### src/rtl/tfg_pkg.sv
package tfg_pkg;

    localparam int unsigned BYTE_W = 8;

    typedef enum logic [1:0] {
        TFG_IDLE  = 2'd0,
        TFG_SEND  = 2'd1,
        TFG_DRAIN = 2'd2
    } tfg_state_e;

    typedef struct packed {
        logic       en;
        logic       sf_mode;
        logic [2:0] thr_code;
        logic       jumbo;
        logic       long_frm;
    } tfg_cfg_t;

    typedef struct packed {
        logic [BYTE_W-1:0] data;
        logic              valid;
        logic              sof;
        logic              eof;
        logic              trunc;
    } tfg_beat_t;

    // Threshold in bytes for a 3-bit code: one unit per step, starting at one unit.
    function automatic int unsigned tfg_thr_bytes(input logic [2:0] code,
                                                  input int unsigned unit);
        return (int'(code) + 1) * unit;
    endfunction

    // Length limit picked by the long and jumbo controls; long wins.
    function automatic int unsigned tfg_limit(input logic long_frm, input logic jumbo,
                                              input int unsigned lim_std,
                                              input int unsigned lim_jumbo,
                                              input int unsigned lim_long);
        if (long_frm)   return lim_long;
        else if (jumbo) return lim_jumbo;
        else            return lim_std;
    endfunction

endpackage

### src/rtl/tfg_start_ctl.sv
module tfg_start_ctl
    import tfg_pkg::*;
#(
    parameter int unsigned CNT_W    = 15,
    parameter int unsigned THR_UNIT = 64
) (
    input  logic             clk,
    input  logic             rst,
    input  logic             arm,
    input  tfg_cfg_t         cfg,
    input  logic             fifo_valid,
    input  logic [CNT_W-1:0] head_count,
    input  logic             head_complete,
    output logic             start_ok
);

    logic             armed_q;
    logic [CNT_W-1:0] thr;
    logic             level_ok;

    always_ff @(posedge clk) begin
        if (rst)      armed_q <= 1'b0;
        else if (arm) armed_q <= 1'b1;
    end

    assign thr = CNT_W'(tfg_thr_bytes(cfg.thr_code, THR_UNIT));

    always_comb begin
        if (cfg.sf_mode) level_ok = head_complete;
        else             level_ok = head_complete || (head_count > thr);
    end

    assign start_ok = armed_q && cfg.en && fifo_valid && level_ok;

    AST_ARM_STICKY: assert property (@(posedge clk) disable iff (rst)
        armed_q |=> armed_q);

endmodule

### src/rtl/tfg_len_guard.sv
module tfg_len_guard
    import tfg_pkg::*;
#(
    parameter int unsigned CNT_W     = 15,
    parameter int unsigned LIM_STD   = 2048,
    parameter int unsigned LIM_JUMBO = 10240,
    parameter int unsigned LIM_LONG  = 16384
) (
    input  logic clk,
    input  logic rst,
    input  logic take,
    input  logic first,
    input  logic long_frm,
    input  logic jumbo,
    output logic at_limit
);

    localparam logic [CNT_W-1:0] ONE = CNT_W'(1);

    logic [CNT_W-1:0] cnt_q, lim_q;
    logic [CNT_W-1:0] lim_now, lim_use, pos;

    assign lim_now  = CNT_W'(tfg_limit(long_frm, jumbo, LIM_STD, LIM_JUMBO, LIM_LONG));
    assign lim_use  = first ? lim_now : lim_q;
    assign pos      = first ? ONE : cnt_q + ONE;
    assign at_limit = (pos == lim_use);

    always_ff @(posedge clk) begin
        if (rst) begin
            cnt_q <= '0;
            lim_q <= CNT_W'(LIM_STD);
        end else if (take) begin
            cnt_q <= pos;
            if (first) lim_q <= lim_now;
        end
    end

    AST_CNT_BOUND: assert property (@(posedge clk) disable iff (rst)
        cnt_q <= lim_q);

    AST_LIMIT_HELD: assert property (@(posedge clk) disable iff (rst)
        (take && !first) |=> $stable(lim_q));

endmodule

### src/rtl/tx_start_gate.sv
module tx_start_gate
    import tfg_pkg::*;
#(
    parameter int unsigned CNT_W     = 15,
    parameter int unsigned THR_UNIT  = 64,
    parameter int unsigned LIM_STD   = 2048,
    parameter int unsigned LIM_JUMBO = 10240,
    parameter int unsigned LIM_LONG  = 16384
) (
    input  logic              clk,
    input  logic              rst,
    input  logic              cfg_en,
    input  logic              cfg_sf_mode,
    input  logic [2:0]        cfg_thr_code,
    input  logic              cfg_jumbo,
    input  logic              cfg_long,
    input  logic              arm_pulse,
    input  logic [7:0]        fifo_data,
    input  logic              fifo_valid,
    input  logic              fifo_last,
    input  logic [CNT_W-1:0]  head_count,
    input  logic              head_complete,
    output logic              fifo_ready,
    output logic [7:0]        out_data,
    output logic              out_valid,
    output logic              out_sof,
    output logic              out_eof,
    output logic              out_trunc
);

    tfg_cfg_t   cfg;
    tfg_state_e state_q, state_d;
    tfg_beat_t  beat;
    logic       start_ok, go, take, at_limit;

    assign cfg = '{en: cfg_en, sf_mode: cfg_sf_mode, thr_code: cfg_thr_code,
                   jumbo: cfg_jumbo, long_frm: cfg_long};

    tfg_start_ctl #(.CNT_W(CNT_W), .THR_UNIT(THR_UNIT)) u_start (
        .clk           (clk),
        .rst           (rst),
        .arm           (arm_pulse),
        .cfg           (cfg),
        .fifo_valid    (fifo_valid),
        .head_count    (head_count),
        .head_complete (head_complete),
        .start_ok      (start_ok)
    );

    tfg_len_guard #(.CNT_W(CNT_W), .LIM_STD(LIM_STD), .LIM_JUMBO(LIM_JUMBO),
                    .LIM_LONG(LIM_LONG)) u_len (
        .clk      (clk),
        .rst      (rst),
        .take     (take),
        .first    (go),
        .long_frm (cfg.long_frm),
        .jumbo    (cfg.jumbo),
        .at_limit (at_limit)
    );

    assign go   = (state_q == TFG_IDLE) && start_ok;
    assign take = go || ((state_q == TFG_SEND) && fifo_valid);

    always_comb begin
        beat.data  = fifo_data;
        beat.valid = take;
        beat.sof   = go;
        beat.eof   = take && (fifo_last || at_limit);
        beat.trunc = take && at_limit && !fifo_last;
    end

    always_comb begin
        state_d = state_q;
        unique case (state_q)
            TFG_IDLE, TFG_SEND: begin
                if (take) begin
                    if (fifo_last)     state_d = TFG_IDLE;
                    else if (at_limit) state_d = TFG_DRAIN;
                    else               state_d = TFG_SEND;
                end
            end
            TFG_DRAIN: if (fifo_valid && fifo_last) state_d = TFG_IDLE;
            default:   state_d = TFG_IDLE;
        endcase
    end

    always_ff @(posedge clk) begin
        if (rst) state_q <= TFG_IDLE;
        else     state_q <= state_d;
    end

    assign fifo_ready = go || (state_q != TFG_IDLE);
    assign out_data   = beat.data;
    assign out_valid  = beat.valid;
    assign out_sof    = beat.sof;
    assign out_eof    = beat.eof;
    assign out_trunc  = beat.trunc;

    AST_TRUNC_ENDS: assert property (@(posedge clk) disable iff (rst)
        out_trunc |-> (out_eof && out_valid));

    AST_DRAIN_QUIET: assert property (@(posedge clk) disable iff (rst)
        (state_q == TFG_DRAIN) |-> (!out_valid && fifo_ready));

    AST_NO_START_OFF: assert property (@(posedge clk) disable iff (rst)
        out_sof |-> cfg_en);

    AST_SF_WHOLE: assert property (@(posedge clk) disable iff (rst)
        (out_sof && cfg_sf_mode) |-> head_complete);

    AST_THR_MET: assert property (@(posedge clk) disable iff (rst)
        (out_sof && !cfg_sf_mode) |->
        (head_complete || head_count > CNT_W'(tfg_thr_bytes(cfg_thr_code, THR_UNIT))));

    AST_FLOW_ON: assert property (@(posedge clk) disable iff (rst)
        ((state_q == TFG_SEND) && fifo_valid) |-> (out_valid && fifo_ready));

    AST_TRUNC_DRAINS: assert property (@(posedge clk) disable iff (rst)
        out_trunc |=> (state_q == TFG_DRAIN));

endmodule

### config.mk
export PLATFORM = sky130hd
export DESIGN_NAME = tx_start_gate
export DESIGN_NICKNAME = d
export VERILOG_FILES = /design/src/rtl/tfg_pkg.sv /design/src/rtl/tfg_start_ctl.sv /design/src/rtl/tfg_len_guard.sv /design/src/rtl/tx_start_gate.sv
export SDC_FILE = /design/constraint.sdc
export NUM_CORES = 1
export LEC_CHECK = 0
export ABC_AREA = 1
export BUFFER_PORTS_ARGS = -buffer_cell sky130_fd_sc_hd__buf_2
export CORE_MARGIN = 1
export CORE_UTILIZATION = 35
export CTS_BUF_LIST = sky130_fd_sc_hd__clkbuf_8
export DETAILED_ROUTE_END_ITERATION = 10
export HOLD_SLACK_MARGIN = 0.05
export MAX_ROUTING_LAYER = met4
export REMOVE_ABC_BUFFERS = 1
export SLEW_MARGIN = 25
export SYNTH_ARGS = -nofsm -noshare
export SYNTH_HDL_FRONTEND = slang
export SYNTH_SLANG_ARGS = --single-unit
### constraint.sdc
create_clock -name clk -period 2.4 [get_ports clk]
set_input_delay 0.24 -clock clk [delete_from_list [all_inputs] [get_ports clk]]
set_output_delay 0.24 -clock clk [all_outputs]
set_load 0.005 [all_outputs]
== Word-level counts from Yosys, hierarchy flattened ==
Index checks and enable logic that the tools add are counted.
Word-level totals
  bits in registers: 33
  bits of input ports: 36
  output and inout bits: 13
  word-level logic and storage cells: 40
Operators by class
  mux-type cells: 10
  add/sub/neg operators: 2
  magnitude comparators: 1
  reduce and logical (&&, ||, !) cells: 18
  equal/unequal tests: 5
Operators by type and width (number)
  2-to-1 mux 15 bit: 3
  adder 15 x 1 -> 15 bit, second input constant: 1
  equality test 15 bit: 1
  > comparator 15 bit: 1
  2-to-1 mux 14 bit: 1
  logical AND 1 bit: 9
  2-to-1 mux 2 bit: 4
  adder 3 x 1 -> 4 bit, second input constant: 1
  logical OR 1 bit: 4
  inequality test 2 bit, second input constant: 2
  case mux 2 bit (2 select lines): 1
  equality test 2 x 1 -> 1 bit, second input constant: 1
  equality test 2 bit, second input constant: 1
  logical NOT 2 bit: 1
  AND reduction 2 bit: 1
  nonzero test 2 bit: 1
  OR reduction 2 bit: 1
  logical NOT 1 bit: 1
  2-to-1 mux 1 bit: 1

== Logic depth before layout (Yosys ltp) ==
Gate-level depths: netlist of run 1.
  depth after elaboration: 12
  mapped depth: 22
  mapped depth without buffers: 20

== Hierarchy ==
Synthesis of run 1 repeated with hierarchy kept, for this count alone.
Second synthesis, totals
  cells, all modules: 331
  area total of the unflattened synthesis: 2144.6 µm²
By module, submodules not included
  tfg_len_guard: times used 1, cells an instance 255, seq. area each 600.6 µm², area each 1665.3 µm²
  tfg_start_ctl: times used 1, cells an instance 44, seq. area each 20.0 µm², area each 250.2 µm²
  tx_start_gate: times used 1, cells an instance 32, seq. area each 40.0 µm², area each 229.0 µm²

== Worst setup path before layout of run 1 ==
No wires, ideal clock.
  kind: in2out
  start point: input cfg_thr_code[0]
  end point: output out_eof
  arrival: 2.156 ns
  stages: 19
  data required time: 2.160 ns
  buffers on the path: 2
  setup slack: 0.004 ns
  cell sequence: ha_1 -> xnor2_1 -> ha_1 -> nand3_1 -> nand2_1 -> nand2_1 -> nand2_1 -> nand3_2 -> nand2_2 -> nand3_2 -> buf_6 -> buf_8 -> nand3_1 -> nand2_1 -> nor2_1 -> nand2_1 -> nor2_2 -> nand3_2 -> a21oi_2
Between the ends
  longest elaborated chain between the ends: 10
  elaborated cells between the ends (all ways): 12
  classes of those cells: add/sub: 1; order compare: 1; eq/ne: 1; mux: 3; reduce/logical: 6
Ends and longest elaborated chain
  start: declaration: RTL line tx_start_gate.sv:14  | input logic [2:0] cfg_thr_code,
  adder 3 x 1 -> 4 bit (*): RTL line tfg_pkg.sv:30  | return (int'(code) + 1) * unit;
  > comparator 15 bit (*): RTL line tfg_start_ctl.sv:30  | else level_ok = head_complete || (head_count > thr);
  logical OR 1 bit (*): RTL line tfg_start_ctl.sv:30
  2-to-1 mux 1 bit (*): RTL line tfg_start_ctl.sv:29  | if (cfg.sf_mode) level_ok = head_complete;
  logical AND 1 bit (*): RTL line tfg_start_ctl.sv:33  | assign start_ok = armed_q && cfg.en && fifo_valid && level_ok;
  logical AND 1 bit (*): RTL line tx_start_gate.sv:61  | assign go = (state_q == TFG_IDLE) && start_ok;
  2-to-1 mux 15 bit, on equally long branches
  equality test 15 bit: RTL line tfg_len_guard.sv:26  | assign at_limit = (pos == lim_use);
  logical OR 1 bit: RTL line tx_start_gate.sv:68  | beat.eof = take && (fifo_last || at_limit);
  logical AND 1 bit (*): RTL line tx_start_gate.sv:68
  end: declaration: RTL line tx_start_gate.sv:27  | output logic out_eof,
Every way passes the cells marked *; elsewhere a longest branch is shown, timed or not.

== Worst setup path after layout of run 1 ==
Ends and elaborated chain as after synthesis.

==> results of run 1 <==
==> what timing repair did <==
action / in CTS / in global routing
buffers inserted: 0 / 6
resized for setup: 1 / 22
endpoints found under the setup margin: 3 / 6
pin swaps: 0 / 8
cloned: 1 / 3
==> cell families (layout without fill, tap and decap cells) <==
family	Yosys count	count (layout)	synth area share
compound gates	28	28	0.0672
xor+xnor	7	7	0.0259
fa+ha+maj	6	6	0.0317
buf+inv	73	136	0.143
flops	33	33	0.279
simple gates	222	222	0.453
==> worst max-delay path by stage <==
stage / startpoint / end / slack (ps) / cells past startpoint
finish: cfg_thr_code[0] / out_eof / -430 / 20
global route: cfg_thr_code[0] / out_eof / -630 / 20
CTS: cfg_thr_code[0] / out_eof / -400 / 19
detailed placement: cfg_thr_code[0] / out_eof / -410 / 21
global placement: cfg_thr_code[0] / out_eof / -360 / 22
floorplan: cfg_thr_code[0] / out_eof / -530 / 17
==> critical path, delay by kind of cell <==
family	cells	cell delay (ps)
xor gates and xnor gates	1	120
adders and majority gates	2	460
buffers and inverters	3	420
and+or+nand+nor	13	1210
AOI/OAI and AO/OA	1	140
==> cell type report <==
class	count	area [µm²]
sequential	33	661
clock inverter	3	13.8
multi-input combinational	263	1430
tap	77	96.3
clock buffer	5	68.8
inverter	53	201
timing repair buffer	75	631
fill	629	3320
==> synthesized netlist by cell type, drive strengths merged <==
cell and number:
a21oi 18, buf 16, clkbuf 4, dfxtp 33, ha 6, inv 53, nand2 98, nand3 43
nand3b 9, nand4 9, nor2 53, nor3 7, o211ai 2, o21ai 6, o21bai 1, o221ai 1
or2 3, xnor2 2, xor2 5
==> layer usage <==
| metal | vias up | share of wire | GRT usage |
|---|---|---|---|
| met5 | - | 0 | - |
| met4 | 0 | 0.019 | 0.0533 |
| met3 | 12 | 0.042 | 0.0413 |
| met2 | 53 | 0.44 | 0.281 |
| met1 | 1078 | 0.50 | 0.238 |
| li1 | 1278 | - | - |
==> state kept, by name, indices dropped and copies added (netlist names) <==
signal / count
u_len.cnt_q: 15
u_len.lim_q: 15
state_q: 2
u_start.armed_q: 1
==> power breakdown <==
part / leakage [nW] / switching [mW] / internal, mW / total (mW)
clock network: 0.0491 / 0.222 / 0.197 / 0.419
registers: 0.267 / 0.00420 / 0.553 / 0.557
logic: 1.31 / 0.0929 / 0.0917 / 0.185
==> metrics.yaml, run 1 <==
floorplanning:
  rows: 29
  start_util: 0.368
  core_um2: 6420
  dieArea_um2: 7090
  dieHeight_um: 84.2
  die_width_um: 84.2
  io_pins: 49
setup_path:
  worst_setup_path_end_kind: "primary output"
  r2r_cells: 14
  cp_slowest_cell: "ha_1"
  r2r_slack_ps: 90
  worstPathMaxFanout: 6
  max_stage_delay_ps: 310
  start_kind: "input pin"
  crit_top_cell: "nand2_1"
  rr_endpoint: "state_q[0]"
  crit_chain: "buf_8 -> ha_4 -> xnor2_2 -> ha_1 -> nand3_1 -> nand2_1 -> nand2_1 -> nand2_1 -> nand3_2 -> nand2_2 -> nand3_4 -> buf_12 -> nand3b_1 -> nand2_1 -> nor2_1 -> nand2_1 -> nor2_2 -> nand3_2 -> a21oi_2 -> buf_2"
  rr_startpoint: "u_len.cnt_q[0]"
  worst_ep_required_time_ps: 2160
  arrival_ps: 2590
  worstSetupPathType: "input pin to primary output"
timing:
  fin_crit_sh: 1.18
  hold_viol: 0
  fin_worst_skew_ps: 5.08
  tns_ps: -860
  setup_ws_ps: -429
  slew_headroom: 0.704
  min_period_ps: 2830
  hold_ws_ps: 154
  worstMarginPinSlew_ps: 443
  setup_violations: 3
  max_freq_mhz: 353
  rsz0062_at_grt: "yes"
  slew_viol_final: 0
clock_tree:
  clock_sinks: 33
  hold_buffers: 0
  numCtsBuffers: 5
  cts_buffer_depth: 2
  clkLatencyLatePin_ps: 290
  clockRootBuffer: "clkbuf_8"
  tritoncts: "done"
  path_clk_slew_ps: 70
  cts_max_level: 2
routing:
  ant_nets: 0
  wirelength_um: 6260
  drt-wirelength-per-cell_um: 12.3
  viasPerCell: 4.76
  drt_iter0_drc: 169
  first_pass_iters: 7
  num_vias: 2421
  drcViolationCount: 8
yosys:
  synth-seq-cells: 33
  ys_seq_area_frac: 0.279
  netlist_area_um2: 2370
  yosysUniqueCellTypes: 35
  syn_inst: 369
  synth_largest_area_cell: "dfxtp_1"
  synth_warnings: 0
  synth_area_leaders: "dfxtp_1, nand2_1, nor2_1"
  syn_area_per_cell_um2: 6.41
  yosysTopAreaCellShare: 0.279
min_path:
  holdPathEnd: "u_start.armed_q"
  hp-start: "arm_pulse"
  hp-class: "input pin to register"
  hold_depth: 3
job:
  cap_viol_max_count: 0
power_and_ir_drop:
  p_leak_nw: 1.62
  finalPower_mw: 1.16
  power_density_nw_per_um2: 374
  vdd_ir_drop_max_uv: 218
global_routing:
  grt_max_degree: 25
  gr-total-overflow: 0
  gr-usage-all-layers: 0.182
  grt_pass1_wl_um: 10000
  grt_pass1_vias: 2216
  antenna_found_initial: 0
final_layout:
  drive_above_1_share: 0.285
  nets: 473
  finalNonFillerCells: 509
  mostFrequentLayoutCells: "nand2_1, inv_1, nor2_1"
  post-route-util: 0.483
  final_area_um2: 3100
  synthToLayoutAreaGrowth_pct: 31.2
  final_common_cell: "nand2_1"
  antenna_cells: 0
place:
  pre_cts_slack_ps: -411
  place_area_um2: 2760
  dpl.hpwl_um: 4560
  portBuffers: 32
  place_inst: 491
  gp_congestion: 0.858
run_status:
  violations: "design-rule violations, negative setup slack"
  outcome: "finished, violations left"
(Power assumes the default switching activity.)
==> run 2, diff against run 1 <==
--- a/config.mk
+++ b/config.mk
@@ -8,7 +8,7 @@
 export ABC_AREA = 1
 export BUFFER_PORTS_ARGS = -buffer_cell sky130_fd_sc_hd__buf_2
 export CORE_MARGIN = 1
-export CORE_UTILIZATION = 35
+export CORE_UTILIZATION = 40
 export CTS_BUF_LIST = sky130_fd_sc_hd__clkbuf_8
 export DETAILED_ROUTE_END_ITERATION = 10
 export HOLD_SLACK_MARGIN = 0.05
==> metrics.yaml, run 2 (same netlist as run 1, synthesis figures left out) <==
floorplanning:
  dieArea_um2: 6230  # -12%
  core_um2: 5610  # -13%
  dieHeight_um: 78.9  # -6.3%
  io_pins: 49  # unchanged
  rows: 27  # -6.9%
  die_width_um: 78.9  # -6.3%
  start_util: 0.422  # +0.0535
routing:
  drcViolationCount: 0  # -8
  first_pass_iters: 4  # -3
  viasPerCell: 4.94  # +3.9%
  ant_nets: 0  # unchanged
  drt-wirelength-per-cell_um: 12.5  # +1.5%
  drt_iter0_drc: 115  # -32%
  num_vias: 2556  # +5.6%
  wirelength_um: 6450  # +3.1%
timing:
  setup_violations: 4  # +1
  max_freq_mhz: 351  # -0.84%
  rsz0062_at_grt: "yes"
  slew_headroom: 0.691  # -0.0124
  worstMarginPinSlew_ps: 461  # +18.4 ps
  fin_worst_skew_ps: 7.73  # +2.65 ps
  hold_ws_ps: 155  # +0.939 ps
  setup_ws_ps: -453  # -23.8 ps
  slew_viol_final: 0  # unchanged
  fin_crit_sh: 1.19  # +0.00993
  min_period_ps: 2850  # +23.8 ps
  hold_viol: 0  # unchanged
final_layout:
  nets: 487  # +3.0%
  final_common_cell: "nand2_1"
  mostFrequentLayoutCells: "nand2_1, inv_1, nor2_1"
  antenna_cells: 0  # unchanged
  synthToLayoutAreaGrowth_pct: 35.7
  top_regs: "u_len.cnt_q (15), u_len.lim_q (15), state_q (2)"
  drive_above_1_share: 0.317  # +0.0321
global_routing:
  gr-total-overflow: 0  # unchanged
  use_met1: 0.264  # +0.0260
  grt_pass1_vias: 2161  # -2.5%
  grt_use_met2: 0.325  # +0.0443
  grtUsageMet3: 0.0506  # +0.00928
  antenna_found_initial: 0  # unchanged
  busiest_layer: "met2"
  gr-usage-all-layers: 0.208  # +0.0258
  grt_max_degree: 26  # +4.0%
  grt_pass1_wl_um: 9830  # -1.9%
setup_path:
  crit_cells: 20  # unchanged
  r2r_slack_ps: -180  # -270 ps
  crit_family: "simple AND/OR/NAND/NOR gates"
  worstSetupPathType: "input pin to primary output"
  worst_ep_required_time_ps: 2160  # about the same
  cp-endpoint: "out_eof"
  rr_startpoint: "u_len.cnt_q[0]"
  max_stage_delay_ps: 320  # about the same
  cp_slowest_cell: "ha_1"
  crit_chain: "buf_8 -> ha_4 -> xnor2_2 -> ha_1 -> nand3_1 -> nand2_1 -> nand2_1 -> nand2_1 -> nand3_2 -> nand2_2 -> nand3_4 -> clkbuf_16 -> nand3_1 -> nand2_1 -> nor2_1 -> nand2_1 -> nor2_2 -> nand3_2 -> a21oi_2 -> buf_2"
  start_kind: "input pin"
  crit_buf_inv: 3  # unchanged
  crit_path_start: "cfg_thr_code[0]"
  worst_setup_path_end_kind: "primary output"
  r2r_cells: 17  # +3
  worstPathMaxFanout: 6  # unchanged
  crit_top_cell: "nand2_1"
  rr_endpoint: "state_q[0]"
  arrival_ps: 2610  # +20 ps
place:
  portBuffers: 32  # unchanged
  dpl.hpwl_um: 4620  # +1.4%
  gp_congestion: 0.878  # +2.3%
clock_tree:
  clockRootBuffer: "clkbuf_8"
  clock_sinks: 33  # unchanged
  clkLatencyLatePin_ps: 280  # about the same
  path_clk_slew_ps: 70  # about the same
  hold_buffers: 0  # unchanged
  cts_max_level: 2  # unchanged
  tritoncts: "done"
  cts_buffer_depth: 2  # unchanged
  numCtsBuffers: 5  # unchanged
run_status:
  outcome: "finished, violations left"
  violations: "negative setup slack"
power_and_ir_drop:
  power_density_nw_per_um2: 369  # -1.3%
  vdd_ir_drop_max_uv: 329  # +51%
  p_leak_nw: 1.67  # +3.2%
  finalPower_mw: 1.19  # +2.1%
job:
  cap_viol_max_count: 0  # unchanged
min_path:
  hp-class: "input pin to register"
[run 2: cell types whose count changed in the layout (fill, tap and decap cells not counted), sizes merged]
cell / previous run / this run
clkbuf: 8 / 11
buf: 72 / 84
inv: 54 / 53
clkinv: 2 / 0
clkinvlp: 0 / 1
[run 2: how the worst min path moves through the flow]
stage | startpoint | to | slack, ps | cells past startpoint
finish | arm_pulse | u_start.armed_q | 160 | 3
global route | arm_pulse | u_start.armed_q | 190 | 3
CTS | arm_pulse | u_start.armed_q | 160 | 3
detailed placement | u_len.lim_q[3] | u_len.lim_q[3] | 440 | 2
global placement | u_len.lim_q[3] | u_len.lim_q[3] | 440 | 2
floorplan | rst | state_q[1] | 300 | 1
[run 2: metrics by stage]
stage / area (µm²) / instances / TNS, ps / util / setup slack, ps
after floorplan: 2230 / 349 / -3700 / - / -530
after detailed placement: 2790 / 491 / -1190 / 0.497 / -411
after global routing: 3210 / 517 / -2260 / 0.573 / -641
after global placement: 2790 / 491 / -1020 / 0.497 / -352
final: 3210 / 517 / -1320 / 0.573 / -453
after CTS: 2890 / 498 / -776 / 0.515 / -397
[run 2: per-layer routing]
metal  wire (µm)  vias up  share of wire
li1            -     1311              -
met1        2880     1142           0.45
met2        2990       87           0.46
met3         414       16          0.064
met4         166        0          0.026
met5           0        -              0
[run 2: power breakdown]
part / total, mW / leakage (nW) / internal [mW] / switching (mW)
sequential: 0.557 / 0.267 / 0.553 / 0.00395
clock: 0.432 / 0.0433 / 0.227 / 0.206
combinational: 0.195 / 1.36 / 0.0996 / 0.0958
total: 1.18 / 1.67 / 0.879 / 0.306
[run 2: cell type report]
class                      instances  area (µm²)
fill                             534        2400
multi-input combinational        263        1440
timing repair buffer              89         732
sequential                        33         661
inverter                          53         201
tap                               72        90.1
clock buffer                       6        82.6
clock inverter                     1        7.51
[run 2: repair_timing]
| action | in CTS | in global routing |
|---|---|---|
| gates cloned | 0 | 4 |
| gates resized for setup | 2 | 26 |
| setup buffers | 0 | 18 |
| pin swaps | 0 | 2 |
| endpoints found under the setup margin | 2 | 6 |
[run 2: worst register-to-register path, stage by stage (launching register included)]
cell	delay [ps]
dfxtp_1	410
ha_1	230
nand3_2	120
inv_2	70
nand3_1	90
nor2_1	230
xor2_1	240
nand2_2	100
nand3_2	90
nand2_1	90
nor2_2	100
nand3_2	140
buf_6	150
buf_6	100
buf_6	100
buf_6	100
nand2_2	60
a21oi_2	40
